===== src/rtl/rstcause_pkg.sv =====
package rstcause_pkg;
   localparam int unsigned RC_DATA_W = 16;
   localparam int unsigned RC_NUM_EV = 8;

   typedef enum int unsigned {
      RC_EV_SOFT    = 0,
      RC_EV_MAP     = 1,
      RC_EV_PERIPH  = 2,
      RC_EV_MEMACC  = 3,
      RC_EV_ADDR    = 4,
      RC_EV_MODE    = 5,
      RC_EV_WDOG    = 6,
      RC_EV_CLKFAIL = 7
   } rc_ev_idx_e;
endpackage


===== src/rtl/rstcause_flag_bit.sv =====
// One sticky flag: asynchronous power-on value, set has priority over clear.
module rstcause_flag_bit #(
   parameter bit POR_VAL = 1'b0
) (
   input  logic clk_i,
   input  logic por_n_i,
   input  logic set_i,
   input  logic clr_i,
   output logic q_o
);
   always_ff @(posedge clk_i or negedge por_n_i) begin
      if (!por_n_i)   q_o <= POR_VAL;
      else if (set_i) q_o <= 1'b1;
      else if (clr_i) q_o <= 1'b0;
   end
endmodule


===== src/rtl/rstcause_wr_dec.sv =====
// Turns a write into a per-bit clear vector; zeros in the data clear.
module rstcause_wr_dec #(
   parameter int unsigned WIDTH = 9
) (
   input  logic             wr_en_i,
   input  logic             warm_rst_n_i,
   input  logic [WIDTH-1:0] wdata_i,
   output logic [WIDTH-1:0] clr_o
);
   logic wr_ok;
   assign wr_ok = wr_en_i & warm_rst_n_i;
   assign clr_o = {WIDTH{wr_ok}} & ~wdata_i;
endmodule


===== src/rtl/rstcause_rd_gate.sv =====
// Combinational read return, zero when not selected.
module rstcause_rd_gate #(
   parameter int unsigned WIDTH = 16
) (
   input  logic             rd_en_i,
   input  logic [WIDTH-1:0] word_i,
   output logic [WIDTH-1:0] rdata_o
);
   assign rdata_o = rd_en_i ? word_i : '0;
endmodule


===== src/rtl/rstcause_reg.sv =====
module rstcause_reg
   import rstcause_pkg::*;
#(
   parameter int unsigned DATA_W = RC_DATA_W,
   parameter int unsigned NUM_EV = RC_NUM_EV
) (
   input  logic              clk_i,
   input  logic              por_n_i,
   input  logic              warm_rst_n_i,
   input  logic [NUM_EV-1:0] ev_i,
   input  logic              wr_en_i,
   input  logic [DATA_W-1:0] wdata_i,
   input  logic              rd_en_i,
   output logic [DATA_W-1:0] rdata_o
);
   localparam int unsigned POR_BIT = DATA_W - 1;
   localparam int unsigned EV_LSB  = POR_BIT - NUM_EV;
   localparam int unsigned FLAG_W  = NUM_EV + 1;

   if (NUM_EV < 1 || NUM_EV + 2 > DATA_W) begin : g_bad_cfg
      $error("rstcause_reg: NUM_EV must leave at least one reserved bit");
   end

   logic [FLAG_W-1:0] clr_vec;
   logic [DATA_W-1:0] flag_q;
   logic              unused_rsvd_wdata;

   assign unused_rsvd_wdata = ^wdata_i[EV_LSB-1:0];

   rstcause_wr_dec #(.WIDTH(FLAG_W)) wr_dec_i (
      .wr_en_i      (wr_en_i),
      .warm_rst_n_i (warm_rst_n_i),
      .wdata_i      (wdata_i[POR_BIT:EV_LSB]),
      .clr_o        (clr_vec)
   );

   for (genvar b = 0; b < DATA_W; b++) begin : g_bit
      if (b == POR_BIT) begin : g_por
         rstcause_flag_bit #(.POR_VAL(1'b1)) flag_i (
            .clk_i   (clk_i),
            .por_n_i (por_n_i),
            .set_i   (1'b0),
            .clr_i   (clr_vec[b-EV_LSB]),
            .q_o     (flag_q[b])
         );
      end else if (b >= EV_LSB) begin : g_ev
         rstcause_flag_bit #(.POR_VAL(1'b0)) flag_i (
            .clk_i   (clk_i),
            .por_n_i (por_n_i),
            .set_i   (ev_i[b-EV_LSB]),
            .clr_i   (clr_vec[b-EV_LSB]),
            .q_o     (flag_q[b])
         );
      end else begin : g_rsvd
         assign flag_q[b] = 1'b0;
      end
   end

   rstcause_rd_gate #(.WIDTH(DATA_W)) rd_gate_i (
      .rd_en_i (rd_en_i),
      .word_i  (flag_q),
      .rdata_o (rdata_o)
   );
endmodule


===== config.mk =====
export PLATFORM = sky130hd
export DESIGN_NAME = rstcause_reg
export DESIGN_NICKNAME = d
export VERILOG_FILES = /design/src/rtl/rstcause_pkg.sv /design/src/rtl/rstcause_flag_bit.sv /design/src/rtl/rstcause_wr_dec.sv /design/src/rtl/rstcause_rd_gate.sv /design/src/rtl/rstcause_reg.sv
export SDC_FILE = /design/constraint.sdc
export NUM_CORES = 1
export LEC_CHECK = 0
export BUFFER_PORTS_ARGS = -buffer_cell sky130_fd_sc_hd__buf_2
export CAP_MARGIN = 30
export CORE_MARGIN = 3
export CORE_UTILIZATION = 34
export DETAILED_ROUTE_END_ITERATION = 7
export PLACE_DENSITY = 0.73
export REMOVE_ABC_BUFFERS = 1
export SETUP_SLACK_MARGIN = 0.1
export SYNTH_ARGS = -nofsm -noshare
export SYNTH_HDL_FRONTEND = slang
export SYNTH_SLANG_ARGS = --single-unit

===== constraint.sdc =====
create_clock -name clk_i -period 0.85 [get_ports clk_i]
set_input_delay 0.0425 -clock clk_i [delete_from_list [all_inputs] [get_ports clk_i]]
set_output_delay 0.0425 -clock clk_i [all_outputs]
set_load 0.05 [all_outputs]

==> reports/metrics.cfg <==
[grt]
grt_pass1_vias = 410
overflow = 0
grt_start_max_net_pins = 10
gr-usage-all-layers_pct = 11.8
antenna_found_initial = 0
grt_pass1_wl_mm = 1.73

[timing]
hold_violations = 0
finalSetupViolations = 9
layout_worst_path_cycle_share_pct = 129
setup_tns_ns = -1.34
slew_violations = 0
rsz0062_at_grt = yes
whs_ns = 0.0454
skew_ns = 0
fin_ws_ns = -0.243
min_period_ns = 1.09
max_freq_mhz = 915

[placement]
dpl_cell_area_sq_um = 601
io_buffers = 30
place_congestion = 0.640
dp.cells = 96
dp_hpwl_um = 748

[min_path]
min_from = ev_i[6]
hold_path_class = input port to register
min_to = g_bit[13].g_ev.flag_i.q_o
hold_depth = 3

[synthesis]
synthTopCellsByArea = dfrtp_1, nor2_1, and2_1
synth_seq_cells = 9
synth_edf_count = 0
yosysWarnings = 0
ys_seq_area_share_pct = 47.8
synth_top_cell_by_area = dfrtp_1
synth_top_area_share_pct = 42.2
ys.flop_type = dfrtp_1
synth.avg_cell_area_sq_um = 8.78
syn_inst = 54
synthTopCellsByCount = nor2_1, and2_1, a21oi_1, dfrtp_1, buf_4
post_synth_num_cell_types = 11
yosysMostFrequentCell = nor2_1
async_reset_ff_share_pct = 100
synth_area_sq_um = 474

[power_and_ir_drop]
cellLeakagePower_uw = 0.000362
vdd_drop_max_uv = 1010
power.density_mw_per_mm2 = 1560
fin_total_pwr_uw = 1190

[finish]
nNetsFinal = 121
areaGrowthSynthToFinish_pct = 60.4
ff_latch_area_sq_um = 226
stdcell_count = 105
final_area_sq_um = 761
multi_input_area_sq_um = 226
antenna_cells = 0
final_layout_size_suffix_gt1_share_pct = 48.4
fillers = 104

[routing]
drc = 0
wl_mm = 1.12
drt_iter0_drc = 3
avgViaCountPerCell = 4.29
wl_per_cell_um = 10.6
vias = 450
drtPass1Iterations = 4
ant_nets = 0

[clock_tree]
clk_pin_slew_worst_paths_ns = 0.07
cts.htree.levels = 1
clkLatencyLatePin_ns = 0.25
tritoncts = built
cts_inserted_buffers = 3
cts_sinks = 9
cts_buffer_depth = 2
clock_tree.root_cell = clkbuf_4

[critical_path]
required_ns = 0.81
r2r_cells = 3
worst_setup_path_start_kind = register
arrival_ns = 1.05
setup.worst_path.end_class = output port
r2r-start = g_bit[9].g_ev.flag_i.q_o
crit_fanout = 2
timing.rr.end = g_bit[9].g_ev.flag_i.q_o
critical_path_class = register to output port
r2r_slack_ns = 0.10

[floorplan]
core_area_sq_mm = 0.00120
pin_count = 45
die_w_um = 43.3
fp.dieH_um = 43.3
die_area_sq_mm = 0.00188
start_util_pct = 39.5
std_cell_rows = 12

[run_status]
violations = setup timing
status = finished with violations

[flow_run]
maxCapViolCount = 0

[final cells by class]
| class | count | area share [%] |
|---|---|---|
| clock buffers | 4 | 3.45 |
| inverters | 1 | 0.493 |
| multi-input cells | 42 | 29.8 |
| flip-flops and latches | 9 | 29.8 |
| well taps | 14 | 2.30 |
| repair buffers | 35 | 34.2 |
[how the worst max path moves through the flow]
stage | start | endpoint | slack (ns) | depth (start not counted)
5_1_grt | g_bit[15].g_por.flag_i.q_o | rdata_o[15] | -0.29 | 2
4_1_cts | g_bit[15].g_por.flag_i.q_o | rdata_o[15] | -0.26 | 2
3_3_place_gp | g_bit[15].g_por.flag_i.q_o | rdata_o[15] | -0.04 | 2
2_1_floorplan | g_bit[15].g_por.flag_i.q_o | rdata_o[15] | -0.10 | 1
3_5_place_dp | g_bit[15].g_por.flag_i.q_o | rdata_o[15] | -0.05 | 2
6_report | g_bit[15].g_por.flag_i.q_o | rdata_o[15] | -0.24 | 2
[routing by layer]
| metal | up-vias | track usage [%] | part of all wire [%] |
|---|---|---|---|
| met5 | - | 0 | 0 |
| met4 | 0 | 3.61 | 0 |
| met3 | 0 | 2.90 | 10 |
| met2 | 29 | 17.1 | 47 |
| met1 | 192 | 17.3 | 42 |
| li1 | 229 | - | - |
[through the flow]
stage	util, %	worst slack (ns)
after floorplan	-	-0.104
after global placement	50.0	-0.0447
after detailed placement	50.0	-0.0505
after CTS	60.3	-0.258
after global routing	63.3	-0.289
final	63.3	-0.243
[state kept, by name (all words and copies together), names as in the netlist]
signal,cells
g_bit.g_ev.flag_i.q_o,8
g_bit.g_por.flag_i.q_o,1
[power breakdown]
| group | switching, uW | total [uW] | internal (uW) |
|---|---|---|---|
| sequential | 10.5 | 461 | 450 |
| clock | 151 | 332 | 181 |
| combinational | 257 | 397 | 140 |
| total | 418 | 1190 | 771 |
[cells by family (layout without fill, tap and decap cells)]
| group | Yosys count | in the layout | share of synthesized area (%) |
|---|---|---|---|
| DFF | 9 | 9 | 47.8 |
| and+or+nand+nor | 26 | 26 | 26.4 |
| other | 1 | 7 | 0.791 |
| buffers and inverters | 9 | 40 | 14.2 |
| AOI/OAI and AO/OA | 9 | 9 | 10.8 |
[cell usage in the layout (no fill, tap or decap), drive strengths merged]
master,synthesis,layout
a21boi,1,1
a21oi,8,8
and2,10,10
buf,8,33
clkbuf,0,4
conb,1,7
dfrtp,8,8
dfstp,1,1
dlygate4sd3,0,2
inv,1,1
nor2,16,16
[worst max-delay path: stages, from the launching register on]
cell,delay (ns)
dfstp_2,0.53
and2_4,0.14
buf_8,0.13
[repair_timing]
item | CTS | global route
buffers inserted | 2 | 2
hold buffers | 2 | 0
endpoints found under the hold margin | 10 | 0
gates cloned | 0 | 0
resized for setup | 20 | 8
endpoints found under the setup margin | 9 | 12
pin swaps | 1 | 1
Power figures use the tool's default switching activity.
